`config.mk`:
```
export PLATFORM = sky130hd
export DESIGN_NAME = brg_tick_gen
export DESIGN_NICKNAME = d
export VERILOG_FILES = /design/src/rtl/brg_pkg.sv /design/src/rtl/brg_mode_decode.sv /design/src/rtl/brg_period_counter.sv /design/src/rtl/brg_subdiv.sv /design/src/rtl/brg_tick_gen.sv
export SDC_FILE = /design/constraint.sdc
export NUM_CORES = 1
export LEC_CHECK = 0
export CAP_MARGIN = 10
export CELL_PAD_IN_SITES_DETAIL_PLACEMENT = 0
export CELL_PAD_IN_SITES_GLOBAL_PLACEMENT = 1
export CORE_ASPECT_RATIO = 1.25
export CORE_MARGIN = 10
export CORE_UTILIZATION = 47
export DETAILED_ROUTE_END_ITERATION = 8
export DONT_BUFFER_PORTS = 1
export GPL_TIMING_DRIVEN = 0
export PLACE_DENSITY = 0.77
export SKIP_CTS_REPAIR_TIMING = 1
export SLEW_MARGIN = 20
export SYNTH_ARGS = -nofsm -noshare
export SYNTH_HDL_FRONTEND = slang
export SYNTH_HIERARCHICAL = 1
export SYNTH_SLANG_ARGS = --single-unit
```
`constraint.sdc`:
```
create_clock -name clk -period 2.4 [get_ports clk]
set_input_delay 0 -clock clk [delete_from_list [all_inputs] [get_ports clk]]
set_output_delay 0 -clock clk [all_outputs]
set_load 0.01 [all_outputs]
```
`src/rtl/brg_pkg.sv`:
```
package brg_pkg;

  // Overall oscillator-to-bit ratio family selected by the mode pins.
  typedef enum logic [1:0] {
    RATIO_ASYNC_SLOW = 2'd0,
    RATIO_ASYNC_FAST = 2'd1,
    RATIO_SYNC       = 2'd2
  } brg_ratio_e;

endpackage

```
`src/rtl/brg_mode_decode.sv`:
```
module brg_mode_decode
  import brg_pkg::*;
#(
  parameter int SLOW_PRE  = 4,
  parameter int OS_ASYNC  = 16,
  parameter int OS_SYNC   = 4,
  localparam int PRE_W    = ($clog2(SLOW_PRE) > 0) ? $clog2(SLOW_PRE) : 1,
  localparam int OS_W     = ($clog2(OS_ASYNC) > 0) ? $clog2(OS_ASYNC) : 1
) (
  input  logic             hi_speed,
  input  logic             sync_mode,
  output logic [PRE_W-1:0] pre_last,
  output logic [OS_W-1:0]  os_last
);

  localparam logic [PRE_W-1:0] PRE_SLOW_LAST = PRE_W'(SLOW_PRE - 1);
  localparam logic [OS_W-1:0]  OS_ASYNC_LAST = OS_W'(OS_ASYNC - 1);
  localparam logic [OS_W-1:0]  OS_SYNC_LAST  = OS_W'(OS_SYNC - 1);

  brg_ratio_e ratio;

  // Synchronous mode wins; hi_speed only matters when asynchronous.
  always_comb begin
    if (sync_mode)     ratio = RATIO_SYNC;
    else if (hi_speed) ratio = RATIO_ASYNC_FAST;
    else               ratio = RATIO_ASYNC_SLOW;
  end

  always_comb begin
    case (ratio)
      RATIO_ASYNC_SLOW: begin
        pre_last = PRE_SLOW_LAST;
        os_last  = OS_ASYNC_LAST;
      end
      RATIO_ASYNC_FAST: begin
        pre_last = '0;
        os_last  = OS_ASYNC_LAST;
      end
      RATIO_SYNC: begin
        pre_last = '0;
        os_last  = OS_SYNC_LAST;
      end
      default: begin
        pre_last = '0;
        os_last  = OS_ASYNC_LAST;
      end
    endcase
  end

endmodule

```
`src/rtl/brg_period_counter.sv`:
```
module brg_period_counter #(
  parameter int CNT_W = 8
) (
  input  logic             clk,
  input  logic             rst_n,
  input  logic             load,
  input  logic [CNT_W-1:0] load_val,
  output logic             wrap
);

  logic [CNT_W-1:0] div_q;
  logic [CNT_W-1:0] cnt_q;

  assign wrap = (cnt_q == '0);

  always_ff @(posedge clk) begin
    if (!rst_n) begin
      div_q <= '0;
      cnt_q <= '0;
    end else if (load) begin
      div_q <= load_val;
      cnt_q <= load_val;
    end else if (wrap) begin
      cnt_q <= div_q;
    end else begin
      cnt_q <= cnt_q - 1'b1;
    end
  end

  // a write restarts the count from the new divisor on the next cycle
  p_load_restart_r6: assert property (@(posedge clk) disable iff (!rst_n)
    load |=> (cnt_q == $past(load_val)));

  // the down-count never runs above the stored divisor
  p_cnt_bounded_r2: assert property (@(posedge clk) disable iff (!rst_n)
    cnt_q <= div_q);

  // after a wrap with no write, the counter holds the full divisor
  p_wrap_reload_r2: assert property (@(posedge clk) disable iff (!rst_n)
    (wrap && !load) |=> (cnt_q == div_q));

endmodule

```
`src/rtl/brg_subdiv.sv`:
```
module brg_subdiv #(
  parameter int PRE_W = 2,
  parameter int OS_W  = 4
) (
  input  logic             clk,
  input  logic             rst_n,
  input  logic             clear,
  input  logic             wrap,
  input  logic [PRE_W-1:0] pre_last,
  input  logic [OS_W-1:0]  os_last,
  output logic             os_tick,
  output logic             bit_tick
);

  logic [PRE_W-1:0] pre_q;
  logic [OS_W-1:0]  os_q;
  logic             pre_hit;
  logic             os_hit;
  logic             os_pulse;
  logic             bit_pulse;

  // >= keeps the counters sane if the mode changes mid-period
  assign pre_hit   = (pre_q >= pre_last);
  assign os_hit    = (os_q >= os_last);
  assign os_pulse  = wrap && pre_hit;
  assign bit_pulse = os_pulse && os_hit;

  always_ff @(posedge clk) begin
    if (!rst_n) begin
      pre_q    <= '0;
      os_q     <= '0;
      os_tick  <= 1'b0;
      bit_tick <= 1'b0;
    end else if (clear) begin
      pre_q    <= '0;
      os_q     <= '0;
      os_tick  <= 1'b0;
      bit_tick <= 1'b0;
    end else begin
      if (wrap)
        pre_q <= pre_hit ? '0 : pre_q + 1'b1;
      if (os_pulse)
        os_q <= os_hit ? '0 : os_q + 1'b1;
      os_tick  <= os_pulse;
      bit_tick <= bit_pulse;
    end
  end

  // no strobe in the cycle right after a restart
  p_clear_quiet_r6: assert property (@(posedge clk) disable iff (!rst_n)
    clear |=> (!os_tick && !bit_tick));

  // a bit boundary always lands on an oversampling tick
  p_bit_on_os_r7: assert property (@(posedge clk) disable iff (!rst_n)
    bit_tick |-> os_tick);

  // an oversampling tick only follows a period-counter wrap
  p_os_after_wrap_r2: assert property (@(posedge clk) disable iff (!rst_n)
    os_tick |-> $past(wrap));

endmodule

```
`src/rtl/brg_tick_gen.sv`:
```
module brg_tick_gen #(
  parameter int CNT_W    = 8,
  parameter int SLOW_PRE = 4,
  parameter int OS_ASYNC = 16,
  parameter int OS_SYNC  = 4
) (
  input  logic             clk,
  input  logic             rst_n,
  input  logic             div_wr,
  input  logic [CNT_W-1:0] div_val,
  input  logic             hi_speed,
  input  logic             sync_mode,
  output logic             os_tick,
  output logic             bit_tick
);

  localparam int PRE_W = ($clog2(SLOW_PRE) > 0) ? $clog2(SLOW_PRE) : 1;
  localparam int OS_W  = ($clog2(OS_ASYNC) > 0) ? $clog2(OS_ASYNC) : 1;

  logic             wrap;
  logic [PRE_W-1:0] pre_last;
  logic [OS_W-1:0]  os_last;

  brg_mode_decode #(
    .SLOW_PRE (SLOW_PRE),
    .OS_ASYNC (OS_ASYNC),
    .OS_SYNC  (OS_SYNC)
  ) u_decode (
    .hi_speed  (hi_speed),
    .sync_mode (sync_mode),
    .pre_last  (pre_last),
    .os_last   (os_last)
  );

  brg_period_counter #(
    .CNT_W (CNT_W)
  ) u_period (
    .clk      (clk),
    .rst_n    (rst_n),
    .load     (div_wr),
    .load_val (div_val),
    .wrap     (wrap)
  );

  brg_subdiv #(
    .PRE_W (PRE_W),
    .OS_W  (OS_W)
  ) u_subdiv (
    .clk      (clk),
    .rst_n    (rst_n),
    .clear    (div_wr),
    .wrap     (wrap),
    .pre_last (pre_last),
    .os_last  (os_last),
    .os_tick  (os_tick),
    .bit_tick (bit_tick)
  );

endmodule

```
# --- Word level (Yosys, flattened, before mapping) ---
# Cells that the tools add are included.
op_classes:
  add_sub_neg: 3
  mul: 0
  div_mod_pow: 0
  magnitude_cmp: 2
  n_eq_ne: 1
  shift: 0
  n_mux: 8
  bitwise_logic: 1
  n_reduce_logical: 5
ops:
  columns: ["operator", "count"]
  rows:
  - ["two-way mux 8 bit", 2]
  - ["logical NOT 8 bit", 1]
  - ["two-way mux 4 bit", 2]
  - ["subtractor 8 x 1 -> 8 bit, second input constant", 1]
  - ["two-way mux 2 bit", 3]
  - ["adder 4 x 1 -> 4 bit, second input constant", 1]
  - ["greater-or-equal comparator 4 bit", 1]
  - ["adder 2 x 1 -> 2 bit, second input constant", 1]
  - ["equality test 2 bit, second input constant", 1]
  - ["greater-or-equal comparator 2 bit", 1]
  - ["logical AND 1 bit", 2]
  - ["logical NOT 2 bit", 1]
  - ["OR reduction 2 bit", 1]
  - ["two-way mux 1 bit", 1]
  - ["inverter 1 bit", 1]
word_totals:
  register_bits: 24
  latchBits: 0
  mem_bits_rw: 0
  rom_bits: 0
  inputBits: 13
  out_inout_bits: 2
  elab_cells: 26
  memories: 0

# --- Logic depth before layout (Yosys ltp) ---
logic_depth:
  word_depth: 7
  depth_mapped: 9
  mapped_depth_nobuf: 8

# --- Hierarchy ---
# The synthesis kept the hierarchy.
modules_own_cells:
  columns: ["module", "instances", "cells_per_inst", "area_per_inst_um2", "seq_area_each_um2"]
  rows:
  - ["brg_period_counter", 1, 85, 820.8, 320.3]
  - ["brg_subdiv", 1, 56, 495.5, 160.2]
  - ["brg_mode_decode", 1, 7, 41.3, 0.0]

# --- Least setup slack after synthesis ---
# Ideal clock, no wire load.
synth_path:
  kind: "register to register"
  from: "reg u_period.cnt_q[4]"
  to: "reg u_subdiv.os_q[2]"
  setup_time_ps: 70
  t_arrival_ps: 2005
  required_ps: 2330
  setup_slack_ps: 325
  path_stages_with_launch: 8
  path_buffers: 1
  period_less_slack_ps: 2075
  cell_sequence: "dfxtp_1 -> or4_4 -> buf_6 -> nor3_4 -> o211ai_2 -> nor3b_1 -> o21ai_1 -> a21oi_1"
synth_via:
  elab_chain_len: 2
synth_lines:
  columns: ["item", "line", "rtl"]
  rows:
  - ["start, declared", "brg_period_counter.sv:12", "logic [CNT_W-1:0] cnt_q;"]
  - ["start signal, assigned", "brg_period_counter.sv:22", "cnt_q <= load_val;"]
  - ["start signal, assigned", "brg_period_counter.sv:24", "cnt_q <= div_q;"]
  - ["start signal, assigned", "brg_period_counter.sv:26", "cnt_q <= cnt_q - 1'b1;"]
  - ["logical NOT 8 bit", "brg_period_counter.sv:14", "assign wrap = (cnt_q == '0);"]
  - ["net wrap", "brg_tick_gen.sv:20", "logic wrap;"]
  - ["logical AND 1 bit", "brg_subdiv.sv:25", "assign os_pulse = wrap && pre_hit;"]
  - ["end signal, assigned", "brg_subdiv.sv:43", "os_q <= os_hit ? '0 : os_q + 1'b1;"]
  - ["end, declared", "brg_subdiv.sv:16", "logic [OS_W-1:0] os_q;"]
# The timed path passes the listed nets, and every way through them passes these cells.
# A chain may end at the register's enable or synchronous reset.

# --- Worst setup path in the final report ---
# Same ends and word-level chain as after synthesis.

==> impl_metrics.yaml <==
status:
  outcome: "finished with violations"
  violations: "hold timing"
drt:
  wl_per_cell_um: 13.1
  dr.first_iter.drc_count: 23
  drc: 0
  num_vias: 1077
  routed_wl_um: 2610
  first_pass_iters: 4
  ant_nets: 0
  vias_per_cell: 5.41
clock_network:
  clock_latency_ns: 0.32
  cts_root_buffer: "clkbuf_4"
  cts.sinks: 24
  cts_tree: "done"
  numCtsBuffers: 3
  cts_buffer_depth: 2
  cts_max_level: 1
  clk_pin_slew_ns: 0.14
final_layout:
  drive_gt1_share_pct: 11.5
  multiInputGateArea_um2: 768
  synthToLayoutAreaGrowth_pct: 15.8
  n_antenna_cell: 0
  nNetsFinal: 188
  layout_common_cells: "24 x dfxtp_1, 13 x mux2i_1, 12 x inv_1, 10 x dlygate4sd3_1"
  final_cell_area_um2: 1570
  layout_commonest_cell: "dfxtp_1"
  regArea_um2: 480
  fillers: 261
critical_path:
  cp.arrival_ns: 2.33
  reg2reg_slack_ns: 0.34
  cp_slowest_cell: "or4_4"
  crit_end: "u_subdiv/os_q[2]"
  cp_max_fo: 8
  cp-startpoint: "u_period/cnt_q[4]"
  start_kind: "flop"
  critPathMaxStageDelay_ns: 0.54
  r2r_start: "u_period/cnt_q[4]"
  crit_chain: "or4_4, buf_6, nor3_4, o211ai_2, nor3b_1, o21ai_1, a21oi_1"
  critPathRequiredTime_ns: 2.67
  timing.rr.end: "u_subdiv/os_q[2]"
  end_kind: "flop"
  crit_type: "flop to flop"
  rr_worst_depth: 7
placement:
  gp_congestion: 0.790
  hpwlAfterDp_um: 1950
  port_buffers: 0
  postPlaceCellArea_um2: 1400
yosys:
  ys_ff_latch: 24
  ys.warnings.count: 6
  synthCells: 148
  synth_cell_type_count: 38
  synth_seq_area_share_pct: 35.4
  synth.avg_cell_area_um2: 9.17
  netlist_area_um2: 1360
power:
  cellPowerDensity_nw_per_um2: 621
  ir_drop_mv: 0.436
  p_sw_share_pct: 26.8
  clkPwrFrac_pct: 30.3
  power.total_mw: 0.976
  p_seq_share_pct: 46.1
  p_leak_nw: 0.662
  combinationalPowerShare_pct: 23.6
  switchingPower_mw: 0.262
  intPower_mw: 0.715
global_routing:
  overflow: 0
  grt_pass1_vias: 1039
  grt_use_total_pct: 10.2
  grt_max_degree: 15
  grt_pass1_wl_um: 4420
  antenna_found_initial: 0
timing:
  min_period_ns: 2.06
  fin_skew_ns: 0.00909
  rsz0062_at_grt: "no"
  clock.fmax_ghz: 0.486
  tightest_slew_ns: 0.632
  drv_slew: 0
  setup_tns_ns: 0
  hold_ws_ns: -0.0263
  slew_headroom_pct: 57.9
  hold_viol: 6
  finalSetupViolCount: 0
  finalCritPeriodShare_pct: 85.7
floorplanning:
  fp.dieW_um: 68.1
  core-area_um2: 2730
  dieArea_um2: 5450
  placementRows: 21
  io_pins: 15
  start_util_pct: 49.7
  die_h_um: 80.1
job:
  maxCapViolCount: 0
hold_path:
  hold_path_class: "primary input to flop"
## worst max-delay path: cells and delay by family (launching register included)
kind	cells	cell delay, ns
DFF	1	0.36
buffers and inverters	1	0.15
and+or+nand+nor	3	1.04
AOI/OAI and AO/OA	3	0.45
## cell families after synthesis
group	Yosys count	synth area share, %
AND/OR/NAND/NOR	52	23.3
flip-flops	24	35.4
buffers and inverters	22	8.30
AO/OA/AOI/OAI	21	11.0
multiplexers	13	9.58
adder cells (fa/ha/maj)	9	8.30
XOR/XNOR	6	3.87
other	1	0.276
## per-layer routing
| layer | GRT usage, % | part of all wire, % | wire [µm] | vias to the layer above |
|---|---|---|---|---|
| met1 | 10.1 | 41 | 1060 | 510 |
| li1 | - | - | - | 542 |
| met3 | 3.33 | 4.9 | 129 | 5 |
| met5 | 0 | 0 | 0 | - |
| met2 | 18.4 | 53 | 1380 | 20 |
| met4 | 4.84 | 1.7 | 45 | 0 |
## layout make-up
class | count | area share, %
buffer | 10 | 4.30
clock buffer | 3 | 1.43
clock inverter | 1 | 1.91
inverter | 12 | 2.87
multi-input combinational | 103 | 48.9
sequential | 24 | 30.6
tap | 34 | 2.71
timing repair buffer | 12 | 7.32
## stage by stage
step | worst slack [ns] | hold WS (ns) | utilization (%) | instances
after detailed placement | 0.0559 | 0.138 | 51.4 | 183
after CTS | 0.0246 | -0.204 | 53.3 | 187
final | 0.342 | -0.0263 | 57.5 | 199
after global placement | 0.0754 | 0.135 | 51.4 | 183
after global routing | 0.221 | 0.0157 | 57.5 | 199
after floorplan | 0.325 | 0.128 | - | 149
## cell usage after synthesis
master	count	area [µm²]
dfxtp_1	24	480
mux2i_1	13	130
inv_1	12	45.0
ha_1	9	113
nor3_1	9	45.0
nand3_1	8	40.0
nor2b_1	8	50.1
nand2_1	7	26.3
o21ai_1	6	30.0
a21oi_1	5	25.0
buf_4	4	30.0
nand2b_1	4	25.0
nor2_1	4	15.0
nor3b_1	4	30.0
xor2_1	4	35.0
buf_1	2	7.51
buf_6	2	22.5
clkbuf_1	2	7.51
xnor2_1	2	17.5
a2111oi_2	1	15.0
a21boi_0	1	7.51
a31oi_1	1	6.26
a32oi_1	1	8.76
and3b_1	1	8.76
conb_1	1	3.75
nand2b_4	1	13.8
nand3_2	1	10.0
nor3_4	1	16.3
o211a_1	1	10.0
o211ai_2	1	12.5
o21a_1	1	7.51
o311a_1	1	10.0
o31ai_1	1	7.51
o41ai_1	1	8.76
or3_1	1	6.26
or3b_1	1	8.76
or4_4	1	11.3
or4b_2	1	10.0
## power groups by stage
stage	Clock [mW]	Sequential, mW	Combinational, mW
floorplan	0	0.453	0.178
detailed placement	0	0.459	0.207
global route	0.316	0.454	0.256
finish	0.296	0.450	0.230
CTS	0.306	0.450	0.208
global placement	0	0.457	0.204
## how the worst min path moves through the flow
stage	startpoint	endpoint	slack, ns	cells past startpoint
5_1_grt	rst_n	u_period/cnt_q[5]	0.02	2
6_report	rst_n	u_period/cnt_q[2]	-0.03	2
4_1_cts	rst_n	u_period/div_q[1]	-0.20	1
3_5_place_dp	rst_n	u_period/div_q[1]	0.14	1
2_1_floorplan	rst_n	u_period/div_q[0]	0.13	1
3_3_place_gp	rst_n	u_period/div_q[7]	0.13	1
## flip-flops by register name (all words and copies together), names as in the netlist
name,count
u_period/cnt_q,8
u_period/div_q,8
u_subdiv/bit_tick,1
u_subdiv/os_q,4
u_subdiv/os_tick,1
u_subdiv/pre_q,2
Note: power is estimated with default switching activity, not from simulation.
